<file path="src/rtl/ovr_pkg.sv">
package ovr_pkg;
   localparam int MAX_LAT = 4;
endpackage

</file>
<file path="src/rtl/ovr_delay_line.sv">
module ovr_delay_line
   import ovr_pkg::*;
#(
   parameter int LAT    = 2,
   parameter int TAG_W  = 6,
   parameter int ADDR_W = 48
) (
   input  logic              clk,
   input  logic              rst_n,
   input  logic              kill,
   input  logic              in_valid,
   input  logic [TAG_W-1:0]  in_tag,
   input  logic              in_taken,
   input  logic [ADDR_W-1:0] in_tgt,
   input  logic [ADDR_W-1:0] in_ft,
   output logic              out_valid,
   output logic [TAG_W-1:0]  out_tag,
   output logic              out_taken,
   output logic [ADDR_W-1:0] out_tgt,
   output logic [ADDR_W-1:0] out_ft,
   output logic              any_valid
);
   logic [LAT-1:0]    vld;
   logic [TAG_W-1:0]  tg  [LAT];
   logic              tk  [LAT];
   logic [ADDR_W-1:0] tgt [LAT];
   logic [ADDR_W-1:0] ft  [LAT];

   if (LAT < 1 || LAT > MAX_LAT) begin : g_bad_lat
      $error("ovr_delay_line: LAT out of range");
   end

   if (LAT == 1) begin : g_single
      always_ff @(posedge clk) begin
         if (!rst_n)    vld <= '0;
         else if (kill) vld <= '0;
         else           vld <= in_valid;
      end
   end else begin : g_chain
      always_ff @(posedge clk) begin
         if (!rst_n)    vld <= '0;
         else if (kill) vld <= '0;
         else           vld <= {vld[LAT-2:0], in_valid};
      end
   end

   always_ff @(posedge clk) begin
      tg[0]  <= in_tag;
      tk[0]  <= in_taken;
      tgt[0] <= in_tgt;
      ft[0]  <= in_ft;
      for (int i = 1; i < LAT; i++) begin
         tg[i]  <= tg[i-1];
         tk[i]  <= tk[i-1];
         tgt[i] <= tgt[i-1];
         ft[i]  <= ft[i-1];
      end
   end

   assign out_valid = vld[LAT-1];
   assign out_tag   = tg[LAT-1];
   assign out_taken = tk[LAT-1];
   assign out_tgt   = tgt[LAT-1];
   assign out_ft    = ft[LAT-1];
   assign any_valid = |vld;

   AST_KILL_EMPTIES: assert property (@(posedge clk) disable iff (!rst_n)
      kill |=> !any_valid);
endmodule

</file>
<file path="src/rtl/ovr_compare.sv">
module ovr_compare #(
   parameter int ADDR_W = 48
) (
   input  logic              fast_taken,
   input  logic [ADDR_W-1:0] fast_tgt,
   input  logic [ADDR_W-1:0] fast_ft,
   input  logic              slow_taken,
   input  logic [ADDR_W-1:0] slow_tgt,
   output logic              mismatch,
   output logic [ADDR_W-1:0] fix_pc
);
   logic dir_diff;
   logic tgt_diff;

   always_comb begin
      dir_diff = fast_taken ^ slow_taken;
      tgt_diff = fast_taken & slow_taken & (fast_tgt != slow_tgt);
      mismatch = dir_diff | tgt_diff;
      fix_pc   = slow_taken ? slow_tgt : fast_ft;
   end
endmodule

</file>
<file path="src/rtl/ovr_counter.sv">
module ovr_counter #(
   parameter int CNT_W = 16
) (
   input  logic             clk,
   input  logic             rst_n,
   input  logic             inc,
   output logic [CNT_W-1:0] count
);
   localparam logic [CNT_W-1:0] CNT_MAX = {CNT_W{1'b1}};

   if (CNT_W < 1) begin : g_bad_cnt
      $error("ovr_counter: CNT_W must be positive");
   end

   always_ff @(posedge clk) begin
      if (!rst_n)                        count <= '0;
      else if (inc && count != CNT_MAX)  count <= count + 1'b1;
   end

   AST_CNT_STEP: assert property (@(posedge clk) disable iff (!rst_n)
      (count == $past(count)) || (count == $past(count) + 1'b1));
   AST_CNT_SAT: assert property (@(posedge clk) disable iff (!rst_n)
      (count == CNT_MAX) |=> (count == CNT_MAX));
endmodule

</file>
<file path="src/rtl/override_resteer.sv">
module override_resteer
   import ovr_pkg::*;
#(
   parameter int LAT    = 2,
   parameter int TAG_W  = 6,
   parameter int ADDR_W = 48,
   parameter int CNT_W  = 16
) (
   input  logic              clk,
   input  logic              rst_n,
   input  logic              grp_valid,
   input  logic [TAG_W-1:0]  grp_tag,
   input  logic              grp_taken,
   input  logic [ADDR_W-1:0] grp_target,
   input  logic [ADDR_W-1:0] grp_fallthru,
   input  logic              slow_valid,
   input  logic              slow_taken,
   input  logic [ADDR_W-1:0] slow_target,
   input  logic              exe_valid,
   input  logic [ADDR_W-1:0] exe_pc,
   output logic              flush_valid,
   output logic              flush_all,
   output logic [TAG_W-1:0]  flush_tag,
   output logic              redir_valid,
   output logic [ADDR_W-1:0] redir_pc,
   output logic [CNT_W-1:0]  override_count
);
   if (TAG_W < 1 || ADDR_W < 2 || LAT > MAX_LAT) begin : g_bad_cfg
      $error("override_resteer: bad parameter set");
   end

   logic              dl_valid, dl_taken, dl_any;
   logic [TAG_W-1:0]  dl_tag;
   logic [ADDR_W-1:0] dl_tgt, dl_ft;
   logic              mismatch;
   logic [ADDR_W-1:0] fix_pc;
   logic              override, kill, capture;
   logic              redir_q, all_q;
   logic [TAG_W-1:0]  tag_q;
   logic [ADDR_W-1:0] pc_q;

   always_comb begin
      override = dl_valid & slow_valid & mismatch & ~exe_valid;
      kill     = override | exe_valid;
      capture  = grp_valid & ~kill & ~redir_q;
   end

   ovr_delay_line #(.LAT(LAT), .TAG_W(TAG_W), .ADDR_W(ADDR_W)) u_dl (
      .clk(clk), .rst_n(rst_n), .kill(kill),
      .in_valid(capture), .in_tag(grp_tag), .in_taken(grp_taken),
      .in_tgt(grp_target), .in_ft(grp_fallthru),
      .out_valid(dl_valid), .out_tag(dl_tag), .out_taken(dl_taken),
      .out_tgt(dl_tgt), .out_ft(dl_ft), .any_valid(dl_any)
   );

   ovr_compare #(.ADDR_W(ADDR_W)) u_cmp (
      .fast_taken(dl_taken), .fast_tgt(dl_tgt), .fast_ft(dl_ft),
      .slow_taken(slow_taken), .slow_tgt(slow_target),
      .mismatch(mismatch), .fix_pc(fix_pc)
   );

   ovr_counter #(.CNT_W(CNT_W)) u_cnt (
      .clk(clk), .rst_n(rst_n), .inc(override), .count(override_count)
   );

   always_ff @(posedge clk) begin
      if (!rst_n) begin
         redir_q <= 1'b0;
         all_q   <= 1'b0;
         tag_q   <= '0;
         pc_q    <= '0;
      end else begin
         redir_q <= kill;
         all_q   <= exe_valid;
         tag_q   <= dl_tag;
         pc_q    <= exe_valid ? exe_pc : fix_pc;
      end
   end

   assign flush_valid = redir_q;
   assign flush_all   = all_q;
   assign flush_tag   = tag_q;
   assign redir_valid = redir_q;
   assign redir_pc    = pc_q;

   AST_KILL_CLEARS: assert property (@(posedge clk) disable iff (!rst_n)
      redir_valid |-> !dl_any);
   AST_NO_CHAINED_OVR: assert property (@(posedge clk) disable iff (!rst_n)
      redir_valid |=> !(redir_valid && !flush_all));
   AST_EXEC_WINS: assert property (@(posedge clk) disable iff (!rst_n)
      exe_valid |=> (redir_valid && flush_all && redir_pc == $past(exe_pc)));
   AST_OVR_CAUSE: assert property (@(posedge clk) disable iff (!rst_n)
      (flush_valid && !flush_all) |-> ($past(slow_valid) && $past(dl_valid)));
endmodule

</file>
<file path="config.mk">
export PLATFORM = sky130hd
export DESIGN_NAME = override_resteer
export DESIGN_NICKNAME = d
export VERILOG_FILES = /design/src/rtl/ovr_pkg.sv /design/src/rtl/ovr_delay_line.sv /design/src/rtl/ovr_compare.sv /design/src/rtl/ovr_counter.sv /design/src/rtl/override_resteer.sv
export SDC_FILE = /design/constraint.sdc
export NUM_CORES = 1
export LEC_CHECK = 0
export ABC_AREA = 1
export BUFFER_PORTS_ARGS = -buffer_cell sky130_fd_sc_hd__buf_2
export CORE_UTILIZATION = 47
export CTS_BUF_LIST = sky130_fd_sc_hd__clkbuf_4 sky130_fd_sc_hd__clkbuf_8
export DETAILED_ROUTE_END_ITERATION = 12
export HOLD_SLACK_MARGIN = 0.1
export PLACE_DENSITY = 0.78
export REMOVE_ABC_BUFFERS = 1
export SLEW_MARGIN = 25
export SYNTH_ARGS = -nofsm -noshare
export SYNTH_HDL_FRONTEND = slang
export SYNTH_SLANG_ARGS = --single-unit
</file>
<file path="constraint.sdc">
create_clock -name clk -period 1.5 [get_ports clk]
set_input_delay 0.075 -clock clk [delete_from_list [all_inputs] [get_ports clk]]
set_output_delay 0.075 -clock clk [all_outputs]
set_load 0.02 [all_outputs]
</file>
; ---- Word level (Yosys, flattened, before mapping)
; Memories as Yosys holds them, arrays and structs flattened. A register that Yosys moved wholly into a read port is not among the register bits.
; Index checks and enable logic that the tools add are counted.
[classes]
magnitude_cmp = 0
shifts = 0
n_div = 0
n_addsub = 1
mux = 2
mul = 0
bitwise = 14
reduce_logical = 3
eq_ne = 2
[op_table]
columns = cell, count
row1 = 48-bit 2-to-1 mux, 2
row2 = 48-bit inequality test, 1
row3 = 16-bit by 1-bit adder with 16-bit output (second input constant), 1
row4 = 16-bit inequality test (second input constant), 1
row5 = 1-bit bitwise AND, 7
row6 = 1-bit NOT, 4
row7 = 1-bit bitwise OR, 2
row8 = 2-bit OR reduction, 1
row9 = 1-bit logical AND, 1
row10 = 1-bit zero test, 1
row11 = 1-bit bitwise XOR, 1
[totals]
latch_bits = 0
ram_bits = 206
romBits = 0
register_bits = 68
n_memories = 4
wordCells = 31
[memory_table]
columns = memory, words, width, read_ports, rd_clocked_by_memory_dff, wr, line_no
row1 = u_dl.ft, 2, 48, 2, 0, 2, ovr_delay_line.sv:27  ; logic [ADDR_W-1:0] ft [LAT];
row2 = u_dl.tgt, 2, 48, 2, 0, 2, ovr_delay_line.sv:26  ; logic [ADDR_W-1:0] tgt [LAT];
row3 = u_dl.tg, 2, 6, 2, 1, 2, ovr_delay_line.sv:24  ; logic [TAG_W-1:0] tg [LAT];
row4 = u_dl.tk, 2, 1, 2, 0, 2, ovr_delay_line.sv:25  ; logic tk [LAT];

; ---- Logic depth before layout (Yosys ltp)
[logic_depth]
depth_word = 9
depth_mapped = 15

; ---- Hierarchy
; A second synthesis with hierarchy kept.
[hier_totals]
hier_cells = 898
area_unflattened_um2 = 9130.0
[by_module_without_submodules]
columns = mod, n_inst, cells_each, area_each_um2
row1 = ovr_delay_line, 1, 317, 4958.5
row2 = override_resteer, 1, 240, 1901.8
row3 = ovr_compare, 1, 192, 1273.7
row4 = ovr_counter, 1, 149, 996.0

; ---- Least setup slack after synthesis
; OpenSTA, ideal clock, no wires.
[synth_timing]
path_type = reg2reg
start = register u_cnt.count[1]
end = register u_cnt.count[13]
n_path_buf = 0
required_ps = 1386
setup_ps = 114
t_arrival_ps = 1572
path_slack_ps = -186
stages_incl_launch_ff = 15
cell_sequence = dfxtp_1 -> ha_1 -> nand2_1 -> nor2_2 -> nand2_2 -> nor2_4 -> nand3_2 -> nand2_2 -> inv_2 -> nand2_2 -> nor2_1 -> nand4_1 -> nand2_1 -> inv_1 -> nor2_1
[synth_between]
elab_chain_len = 2
elab_cells_between_ends = 3
cone_classes = 1 x add/sub / 1 x eq/ne / 1 x reduce/logical
[synth_rtl]
columns = item, line_no
row1 = start: declaration, ovr_counter.sv:7  ; output logic [CNT_W-1:0] count
row2 = start signal: assignment, ovr_counter.sv:17  ; else if (inc && count != CNT_MAX) count <= count + 1'b1;
row3 = "parallel branches: the longest is 2 deep, another holds 16-bit by 1-bit adder with 16-bit output", n/a
; Several ways; the timed one is not identified.
; A chain may end at the register's enable or synchronous reset.

==> run summary <==
Hold Crit Class -> in2reg
Max clock buf depth -> 3
Ys async rst share -> 0
Gr ovfl total -> 0
FF-to-FF End -> u_cnt.count[8]$_SDFFE_PN0P_
Die width -> 136.7 um
Via-per-instance ratio -> 4.674
Vias -> 7736
Dpl hpwl -> 13670 um
Port Buf Inserts -> 277
Crit. End Element -> flip-flop
Leak Pwr -> 6.669 nW
Largest net degree at the start of global routing -> 51
Commonest cells after routing, fill and taps aside -> buf_2 (277), dfxtp_1 (270), dlygate4sd3_1 (202), nor2_1 (145), inv_1 (106)
Die Span Y -> 136.7 um
Area leader, netlist -> dfxtp_1
Clk root buf -> clkbuf_8
# nets final -> 1595
Slew Limit Fails -> 0
Routed len/inst -> 16.47 um
DR iter-0 viols -> 274
Share of layout cells above drive strength 1 -> 0.3430
Synth Instances -> 859
Final Hold Fails -> 0
Synthesized area -> 8527 um^2
RSZ-0062 raised after global routing -> yes
Top-area cell type share of the netlist area -> 0.6574
RD Place Congestion -> 0.8250
Worst flop-to-flop path startpoint -> u_dl.tgt[0][61]$_DFF_P_
DP Cell Count -> 1364
Residual DRC count -> 0
Total track usage -> 0.2883
Crit path capture -> u_cnt.count[8]$_SDFFE_PN0P_
Die area -> 18690 um^2
Path depth of the worst reg2reg path -> 12
Reg-to-reg slack, setup -> -0.20 ns
Yosys reg bits -> 280
Slew headroom -> 0.5613
First-pass GRT wire length -> 40450 um
Setup violators final -> 19
First-pass iteration count of the detailed router -> 5
Crit path kind -> reg2reg
WP data required -> 1.93 ns
CTS tree -> done
Post-route setup TNS -> -3.071 ns
Peak VDD IR -> 0.9838 mV
Worst-Skew Late Latency -> 0.54 ns
Crit path from -> u_dl.tgt[0][61]$_DFF_P_
CP max FO -> 7
Number of global-route vias before repair -> 8330
Final Core Density -> 0.7768
Setup bufs post-CTS -> 0
Count of cell types in the netlist -> 32
Shortest period the worst path allows -> 1.698 ns
Clk slew on worst S/H paths -> 0.06 ns
Ports -> 278
Failing checks -> setup timing
Routed Antenna Nets -> 0
Status -> finished, violations left
Pwr/cell area -> 1223 nW/um^2
Final worst-path setup slack -> -0.1981 ns
Cts bufs inserted -> 44
Initial antenna violation count -> 9
CP startpoint kind -> flip-flop
Initial core utilization -> 0.4879
Max_cap viols -> 0
Tightest Pin Transition -> 0.6581 ns
Post-synth EDFFs -> 0
Syn_area_per_cell -> 9.927 um^2
CTS Sinks -> 280
Std cell rows -> 48
Ys Warns -> 0
Total wire length -> 27270 um
Seq/Total Area, Yosys -> 0.6574
Place WS -> -0.3788 ns
Core ar. -> 17480 um^2
Period utilization -> 1.132
Post-route non-filler standard cell count -> 1655
Max Freq -> 0.5889 GHz
WP data arrival -> 2.12 ns
Clock skew -> 0.01754 ns
Commonest non-fill, non-tap cell in the layout -> buf_2
Area grow syn2layout -> 59.22%
Top_reg_cell synth -> dfxtp_1
Top post-synthesis cells by area -> dfxtp_1 (66%), nor2_1 (6.6%), mux2_2 (4.9%)
H-tree depth -> 2
-- worst min path at each step --
stage                          start                     endpoint  slack (ns)  cells after the start
CTS                        exe_valid  u_cnt.count[7]$_SDFFE_PN0P_        0.11                      6
global placement    grp_fallthru[28]       u_dl.ft[0][28]$_DFF_P_        0.18                      1
floorplan            grp_fallthru[0]        u_dl.ft[0][0]$_DFF_P_        0.10                      0
finish                     exe_valid  u_cnt.count[7]$_SDFFE_PN0P_        0.14                      6
detailed placement    grp_target[24]      u_dl.tgt[0][24]$_DFF_P_        0.18                      1
global route          grp_target[46]      u_dl.tgt[0][46]$_DFF_P_        0.14                      2
-- cells by family (layout without fill, tap and decap cells) --
logic type               count (synthesis)  count (layout)  synth area share
AO/OA/AOI/OAI                           73              73           0.04652
XOR/XNOR                                38              38           0.03903
adder cells (fa/ha/maj)                  2               2          0.002934
buffers and inverters                  148             708           0.06720
flip-flops                             280             280            0.6574
multiplexers                            37              37           0.04886
other                                    0              10                 0
AND/OR/NAND/NOR                        281             282            0.1381
-- layer usage --
metal / part of all wire / vias up / GRT usage / routed length [um]
li1: - / 3704 / - / -
met1: 0.35 / 3583 / 0.2747 / 9527
met2: 0.54 / 337 / 0.5550 / 14600
met3: 0.059 / 112 / 0.05852 / 1603
met4: 0.056 / 0 / 0.1870 / 1538
met5: 0 / - / 0 / 0
-- sequential cells by signal, indices dropped and copies added, names as in the netlist --
signal / flops
flush_all: 1
flush_tag: 6
flush_valid: 1
redir_pc: 48
u_cnt.count: 16
u_dl.ft: 96
u_dl.tg: 12
u_dl.tgt: 96
u_dl.tk: 2
u_dl.vld: 2
-- synthesized netlist by cell type (2+ instances only) --
library cell and n:
clkbuf_1 20, a21oi_1 12, o21bai_1 11, clkinv_1 2, nand4_1 15, nand3_1 7, mux2_2 37, buf_2 5
dfxtp_1 280, nand2_1 93, o21ai_0 49, xnor2_1 37, inv_2 9, nor2_1 151, ha_1 2, nand4_2 2
nand2_2 4, inv_1 109
-- report_power, final --
part	switching [W]	internal, W
Sequential	0.000134	0.00785
Clock	0.00299	0.00385
Combinational	0.000827	0.000955
Total	0.00395	0.0126
-- worst max-delay path, stage by stage, from the launching register on --
cell and delay (ns):
dfxtp_2 0.33, xnor2_2 0.15, nand2_1 0.10, nor2_1 0.12, nand2_1 0.12, nor2_2 0.17, nand3_4 0.09, nand2_4 0.11
nand2_4 0.10, nand4_1 0.13, nand2_1 0.07, inv_1 0.05, nor2_1 0.04
-- what timing repair did --
item | 4_1_cts | 5_1_grt
resized for setup | 19 | 48
hold buffers | 202 | 1
cloned | 0 | 1
endpoints found under the hold margin | 166 | 1
endpoints found under the setup margin | 19 | 50
pin swaps | 9 | 19
-- area by class of cell --
class / count / area [um^2]
diodes: 10 / 25.02
inverters: 120 / 452.9
flip-flops and latches: 280 / 5620
clock buffers: 68 / 860.8
multi-input cells: 432 / 2539
fillers: 999 / 3900
clock inverters: 10 / 90.09
repair buffers: 510 / 3707
well taps: 225 / 281.5
-- stage by stage --
step	hold slack [ns]	total power (W)	cell area, um^2
2_1_floorplan	0.1027	0.008675	8404
3_3_place_gp	0.1778	0.009237	10330
3_5_place_dp	0.1786	0.009279	10330
4_1_cts	0.1071	0.01642	13380
5_1_grt	0.1405	0.01721	13570
6_report	0.1444	0.01660	13580
(Power assumes the default switching activity.)
